--- config.mk ---
export PLATFORM = sky130hd
export DESIGN_NAME = pwr_seq_ctl
export DESIGN_NICKNAME = d
export VERILOG_FILES = /design/src/rtl/pwr_seq_ctl.sv
export SDC_FILE = /design/constraint.sdc
export NUM_CORES = 1
export LEC_CHECK = 0
export ABC_AREA = 1
export BUFFER_PORTS_ARGS = -buffer_cell sky130_fd_sc_hd__buf_2
export CELL_PAD_IN_SITES_DETAIL_PLACEMENT = 0
export CELL_PAD_IN_SITES_GLOBAL_PLACEMENT = 1
export CORE_MARGIN = 1
export CORE_UTILIZATION = 41
export DETAILED_ROUTE_END_ITERATION = 6
export HOLD_SLACK_MARGIN = 0.02
export PLACE_DENSITY_LB_ADDON = 0.12
export SETUP_SLACK_MARGIN = 0.5
export SYNTH_ARGS = -nofsm -noshare
export SYNTH_HDL_FRONTEND = slang
export SYNTH_SLANG_ARGS = --single-unit
--- constraint.sdc ---
create_clock -name clk -period 2.05 [get_ports clk]
set_input_delay 0.205 -clock clk [delete_from_list [all_inputs] [get_ports clk]]
set_output_delay 0.205 -clock clk [all_outputs]
set_load 0.1 [all_outputs]
--- src/rtl/pwr_seq_ctl.sv ---
module pwr_seq_ctl #(
  parameter int         SYNC_STAGES = 2,
  parameter int         POR_CYCLES  = 21504,
  parameter int         NCE         = 4,
  parameter logic [7:0] WARN_VECTOR = 8'h2B
) (
  input  logic           clk,
  input  logic           rst_n,
  input  logic           sup_below_warn,
  input  logic           sup_below_min,
  input  logic           sup_below_batt,
  input  logic           warn_irq_en,
  input  logic [NCE-1:0] ce_n_in,
  input  logic           rw_n_in,
  output logic           warn_irq,
  output logic [7:0]     warn_vec,
  output logic           core_reset,
  output logic [NCE-1:0] ce_n_out,
  output logic           rw_n_out,
  output logic           batt_sel
);
  localparam int CW = $clog2(POR_CYCLES + 1);

  logic [SYNC_STAGES-1:0] sync_warn, sync_min, sync_batt;
  logic                   warn_s, min_s, batt_s;
  logic                   min_eff, warn_eff;
  logic [CW-1:0]          hold_cnt;
  logic                   armed, irq_q;

  always_ff @(posedge clk or negedge rst_n)
    if (!rst_n) begin
      sync_warn <= '1;
      sync_min  <= '1;
      sync_batt <= '1;
    end else begin
      sync_warn <= {sync_warn[SYNC_STAGES-2:0], sup_below_warn};
      sync_min  <= {sync_min[SYNC_STAGES-2:0],  sup_below_min};
      sync_batt <= {sync_batt[SYNC_STAGES-2:0], sup_below_batt};
    end

  assign warn_s   = sync_warn[SYNC_STAGES-1];
  assign min_s    = sync_min[SYNC_STAGES-1];
  assign batt_s   = sync_batt[SYNC_STAGES-1];
  assign min_eff  = min_s | batt_s;
  assign warn_eff = warn_s | min_eff;

  always_ff @(posedge clk or negedge rst_n)
    if (!rst_n)
      hold_cnt <= CW'(POR_CYCLES);
    else if (min_eff)
      hold_cnt <= CW'(POR_CYCLES);
    else if (hold_cnt != '0)
      hold_cnt <= hold_cnt - 1'b1;

  assign core_reset = min_eff | (hold_cnt != '0);

  always_ff @(posedge clk or negedge rst_n)
    if (!rst_n) begin
      armed <= 1'b0;
      irq_q <= 1'b0;
    end else begin
      irq_q <= warn_eff & armed & warn_irq_en & ~core_reset;
      armed <= ~warn_eff;
    end

  assign warn_irq = irq_q & ~core_reset;
  assign warn_vec = WARN_VECTOR;
  assign ce_n_out = core_reset ? '1 : ce_n_in;
  assign rw_n_out = core_reset | rw_n_in;
  assign batt_sel = batt_s;
endmodule

# Word level (Yosys, flattened, before mapping)
# Index checks and enable logic that the tools add are counted.
# word_totals
ff_bits	23
latchBits	0
ram_bits	0
romBits	0
inputBits	11
elab_cells	22
memories	0
# op_classes
add_sub_neg	1
n_mul	0
div_mod_pow	0
n_lt_le_gt_ge	0
n_eq_ne	0
shift	0
n_mux	3
bitwise_logic	10
reduce_logical	2
# ops
operator	n
2-to-1 mux 15 bit	2
nonzero test 15 bit	1
subtractor 15 x 1 -> 15 bit (second input constant)	1
AND 1 bit	4
2-to-1 mux 4 bit	1
bitwise OR 1 bit	4
inverter 1 bit	2
nonzero test 2 bit	1

# Depth between registers and ports, before layout
# depth
ltp_word	5
depth_mapped	8

# Worst setup path after synthesis
# OpenSTA, ideal clock, no wires.
# synth_timing
path_type	flip-flop to output port
start	register hold_cnt[0]
end	output port warn_irq
arrival_time_ns	2.837
required_ns	1.845
slack_ns	-0.992
stages_incl_launch_ff	7
n_path_buf	0
cell_sequence	dfrtp_1 inv_1 ha_1 nand2_2 nor2_2 nand3_2 nor2_1
# synth_between
elab_chain_len	4
# synth_lines
item	line	source
start: declaration	27	logic [CW-1:0] hold_cnt;
start signal: assignment	49	hold_cnt <= CW'(POR_CYCLES);
start signal: assignment	51	hold_cnt <= CW'(POR_CYCLES);
start signal: assignment	53	hold_cnt <= hold_cnt - 1'b1;
nonzero test 15 bit	55	assign core_reset = min_eff | (hold_cnt != '0);
bitwise OR 1 bit	55	
net core_reset	17	output logic core_reset,
inverter 1 bit	66	assign warn_irq = irq_q & ~core_reset;
AND 1 bit	66	
end: declaration	15	output logic warn_irq,
# The timed path passes the listed nets, and every way through them passes these cells.

# Worst setup path in the final report
# layout_timing
start	register hold_cnt[8]
end	output port ce_n_out[2]
# layout_between
elab_chain_len	3
# layout_lines
item	line	source
nonzero test 15 bit	55	
bitwise OR 1 bit	55	
2-to-1 mux 4 bit	68	assign ce_n_out = core_reset ? '1 : ce_n_in;
end: declaration	18	output logic [NCE-1:0] ce_n_out,
# Every way passes these cells.

==> impl_metrics.prom <==
# TYPE chip_impl_metric gauge
chip_impl_info{name="result_of_the_run",value="complete, but fails checks"} 1
chip_impl_info{name="failed_checks",value="design-rule violations"} 1
chip_impl_metric{name="timing_worst_slew_pin_value",unit="ps"} 518.9
chip_impl_metric{name="first_iter_violations",unit=""} 28
chip_impl_metric{name="grt_max_degree",unit=""} 24
chip_impl_metric{name="antenna_found_initial",unit=""} 0
chip_impl_metric{name="timing.reg2reg.setup_slack",unit="ps"} 620
chip_impl_info{name="worst_path_class_setup",value="register to output pin"} 1
chip_impl_metric{name="final-max-slew-violation-count",unit=""} 0
chip_impl_metric{name="finalNetCount",unit=""} 207
chip_impl_metric{name="cts_max_path_buffers",unit=""} 2
chip_impl_metric{name="cp_data_arrival_time",unit="ps"} 1720
chip_impl_metric{name="timing.final.crit_period",unit="ps"} 1921
chip_impl_metric{name="cp_data_required_time",unit="ps"} 1850
chip_impl_metric{name="final_gp_congestion",unit=""} 0.7912
chip_impl_metric{name="post_synth.cell_area_avg",unit="um^2"} 7.834
chip_impl_metric{name="globalRouteTotalUtil",unit=""} 0.1720
chip_impl_metric{name="area.sequential",unit="um^2"} 591.8
chip_impl_metric{name="vias_in_the_first_global_route",unit=""} 1010
chip_impl_metric{name="critical_path.max_fanout",unit=""} 7
chip_impl_metric{name="grt_pass1_wl",unit="um"} 4360
chip_impl_metric{name="setup-violations-final",unit=""} 0
chip_impl_info{name="clockRootBuffer",value="sky130_fd_sc_hd__clkbuf_4"} 1
chip_impl_metric{name="synthesis.area",unit="um^2"} 1261
chip_impl_info{name="tritoncts",value="done"} 1
chip_impl_metric{name="p_clk_frac",unit=""} 0.215
chip_impl_metric{name="pre_cts_slack",unit="ps"} 273.4
chip_impl_metric{name="globalRoute.totalOverflow",unit=""} 0
chip_impl_metric{name="die_area",unit="um^2"} 3302
chip_impl_metric{name="postRouteAntennaNets",unit=""} 0
chip_impl_metric{name="ys_ff_latch",unit=""} 23
chip_impl_metric{name="number_of_failing_hold_endpoints_at_the_final_stage",unit=""} 0
chip_impl_metric{name="p_sw",unit="uW"} 358.6
chip_impl_metric{name="buffer_ports.inserted",unit=""} 18
chip_impl_metric{name="dieWidth",unit="um"} 57.46
chip_impl_info{name="grt_setup_unrepaired",value="yes"} 1
chip_impl_metric{name="drc",unit=""} 5
chip_impl_metric{name="drt_pre_antenna_iters",unit=""} 7
chip_impl_metric{name="route.detailed.vias_per_inst",unit=""} 4.938
chip_impl_metric{name="power.switching_fraction",unit=""} 0.3577
chip_impl_metric{name="areaGrowthSynthToFinish",unit="%"} 32.64
chip_impl_info{name="critPathLaunch",value="hold_cnt[8]"} 1
chip_impl_metric{name="htree_levels",unit=""} 1
chip_impl_metric{name="dp_hpwl",unit="um"} 1890
chip_impl_metric{name="ys.warnings.count",unit=""} 0
chip_impl_metric{name="final.setup_skew",unit="ps"} 7.112
chip_impl_info{name="most_common_library_cell_in_the_layout_ignoring_fill_and_taps",value="sky130_fd_sc_hd__nand2_1"} 1
chip_impl_info{name="holdCritPathClass",value="input port to register"} 1
chip_impl_metric{name="maxCapViolCount",unit=""} 0
chip_impl_metric{name="synth.lib_cells_used.distinct",unit=""} 25
chip_impl_metric{name="yosysSeqAreaShare",unit=""} 0.4653
chip_impl_metric{name="numCtsBuffers",unit=""} 3
chip_impl_metric{name="chipHeight",unit="um"} 57.46
chip_impl_info{name="hold_start",value="warn_irq_en"} 1
chip_impl_metric{name="power.leakage",unit="uW"} 0.0008314
chip_impl_metric{name="comb_power_share",unit=""} 0.283
chip_impl_metric{name="design.core.area",unit="um^2"} 2829
chip_impl_metric{name="clk_pin_slew",unit="ps"} 140
chip_impl_info{name="critical_path_endpoint_category",value="output pin"} 1
chip_impl_metric{name="routed-via-count",unit=""} 1111
chip_impl_metric{name="wl",unit="um"} 2739
chip_impl_metric{name="multi_input_comb_area",unit="um^2"} 623.1
chip_impl_metric{name="final_critical_path_setup_slack",unit="ps"} 128.6
chip_impl_metric{name="antennaDiodeCount",unit=""} 0
chip_impl_metric{name="post-route-period-util",unit=""} 0.9373
chip_impl_metric{name="drive_gt1_frac",unit=""} 0.3660
chip_impl_metric{name="max_freq",unit="MHz"} 520.4
chip_impl_metric{name="power_report.internal_total",unit="uW"} 643.9
chip_impl_metric{name="netlist_instances",unit=""} 161
chip_impl_metric{name="routed_length_per_instance",unit="um"} 12.17
chip_impl_metric{name="clk_latency",unit="ps"} 310
chip_impl_metric{name="finalSetupTns",unit="ps"} 0
chip_impl_metric{name="numClockSinks",unit=""} 23
chip_impl_info{name="cp-start-kind",value="register"} 1
chip_impl_metric{name="floorplan.initialDensity",unit=""} 0.4458
chip_impl_metric{name="sequentialPowerShare",unit=""} 0.503
chip_impl_metric{name="num-fill-cells",unit=""} 245
chip_impl_metric{name="placementRows",unit=""} 19
chip_impl_metric{name="timing.max_slew.rel_slack",unit=""} 0.6541
chip_impl_info{name="leading_cell_types_in_the_layout_fill_and_taps_excluded",value="sky130_fd_sc_hd__nand2_1, sky130_fd_sc_hd__nor2_1, sky130_fd_sc_hd__inv_1"} 1
chip_impl_metric{name="peakVddDrop",unit="uV"} 298.5
chip_impl_metric{name="floorplan.io_pins",unit=""} 27
chip_impl_metric{name="pwr_density_cell",unit="nW/um^2"} 599.3
chip_impl_info{name="reg2reg_from",value="sync_batt[1]"} 1
[flip-flops by register name, summed over array words and instances, names as in the netlist]
register	count
hold_cnt	15
armed	1
sync_warn	2
irq_q	1
sync_min	2
sync_batt	2
[metal layers]
metal | up-vias | global-route usage | part of all wire | routed length (um)
li1 | 548 | - | - | -
met1 | 520 | 0.2134 | 0.45 | 1243
met2 | 39 | 0.3056 | 0.49 | 1340
met3 | 4 | 0.02494 | 0.048 | 132
met4 | 0 | 0.05575 | 0.0084 | 23
met5 | - | 0 | 0 | 0
[worst paths after layout]
kind,cells past startpoint,endpoint
setup / recovery,6,ce_n_out[2]
hold / removal,3,irq_q
setup reg to reg,6,irq_q
hold reg to reg,0,sync_min[1]
max in group asynchronous,2,hold_cnt[4]
min in group asynchronous,2,hold_cnt[8]
[final cells by class]
type,count,area share
multi-input cells,114,0.3725
flip-flops and latches,23,0.3538
repair buffers,32,0.1870
inverters,21,0.04712
well taps,31,0.02319
clock buffers,3,0.01346
clock inverters,1,0.002992
[worst max-delay path, stage by stage, from the launching register on]
cell	delay, ps
sky130_fd_sc_hd__dfrtp_1	430
sky130_fd_sc_hd__nor2_2	160
sky130_fd_sc_hd__nand2_2	100
sky130_fd_sc_hd__nor3_4	150
sky130_fd_sc_hd__nand3_4	140
sky130_fd_sc_hd__or2_4	260
sky130_fd_sc_hd__buf_12	160
[through the flow]
| stage | power [uW] | hold WS [ps] | instance area [um^2] | std cells | util |
|---|---|---|---|---|---|
| floorplan | 724.3 | -90.59 | 1344 | 167 | - |
| finish | 1003 | 108.2 | 1673 | 225 | 0.5913 |
| detailed placement | 763.5 | 214.7 | 1416 | 208 | 0.5007 |
| CTS | 1009 | 109.1 | 1630 | 223 | 0.5763 |
| global route | 1052 | 129.5 | 1673 | 225 | 0.5913 |
| global placement | 759.4 | 202.9 | 1416 | 208 | 0.5007 |
[synthesized netlist by cell type]
cell                       count  area, um^2
sky130_fd_sc_hd__inv_2         2       7.510
sky130_fd_sc_hd__o21bai_1      2       15.01
sky130_fd_sc_hd__inv_1        19       71.32
sky130_fd_sc_hd__nor2_4        3       33.78
sky130_fd_sc_hd__dfrtp_1      14       350.3
sky130_fd_sc_hd__ha_1          1       12.51
sky130_fd_sc_hd__o21ai_1       3       15.01
sky130_fd_sc_hd__dfstp_2       9       236.5
sky130_fd_sc_hd__clkbuf_1      1       3.750
sky130_fd_sc_hd__nor2_1       28       105.1
sky130_fd_sc_hd__nor3_2        1       10.01
sky130_fd_sc_hd__or2_1         6       37.54
sky130_fd_sc_hd__a21oi_1       2       10.01
sky130_fd_sc_hd__buf_4         8       60.06
sky130_fd_sc_hd__nand2_1      30       112.6
sky130_fd_sc_hd__nand2_2       1       6.260
sky130_fd_sc_hd__nor2_2        2       12.51
sky130_fd_sc_hd__conb_1        2       7.510
sky130_fd_sc_hd__nand3b_1      1       7.510
sky130_fd_sc_hd__nor3_1        1       5.000
sky130_fd_sc_hd__o21ai_0       1       5.000
sky130_fd_sc_hd__or2_2         5       31.28
sky130_fd_sc_hd__nand3_2       1       10.01
sky130_fd_sc_hd__nand4_1       4       25.02
sky130_fd_sc_hd__nand3_1      14       70.07
[power by group through the flow]
stage	Sequential, uW	Combinational, uW	Clock, uW
global route	507	311	234
floorplan	514	210	0
global placement	511	249	0
CTS	504	284	221
detailed placement	512	252	0
finish	504	283	215
[timing repair]
item / 4_1_cts / 5_1_grt
pin swaps: 1 / 1
endpoints found under the hold margin: 17 / 0
hold buffers: 4 / 0
buffers inserted: 7 / 2
endpoints found under the setup margin: 8 / 7
gates resized for setup: 28 / 8
[kinds of logic after synthesis]
kind of cell	count (synthesis)	share of synthesized area
AND/OR/NAND/NOR	97	0.3700
buffers and inverters	30	0.1131
flip-flops	23	0.4653
AO/OA/AOI/OAI	8	0.03570
other	2	0.005955
adder cells (fa/ha/maj)	1	0.009919
(Power assumes the default switching activity.)
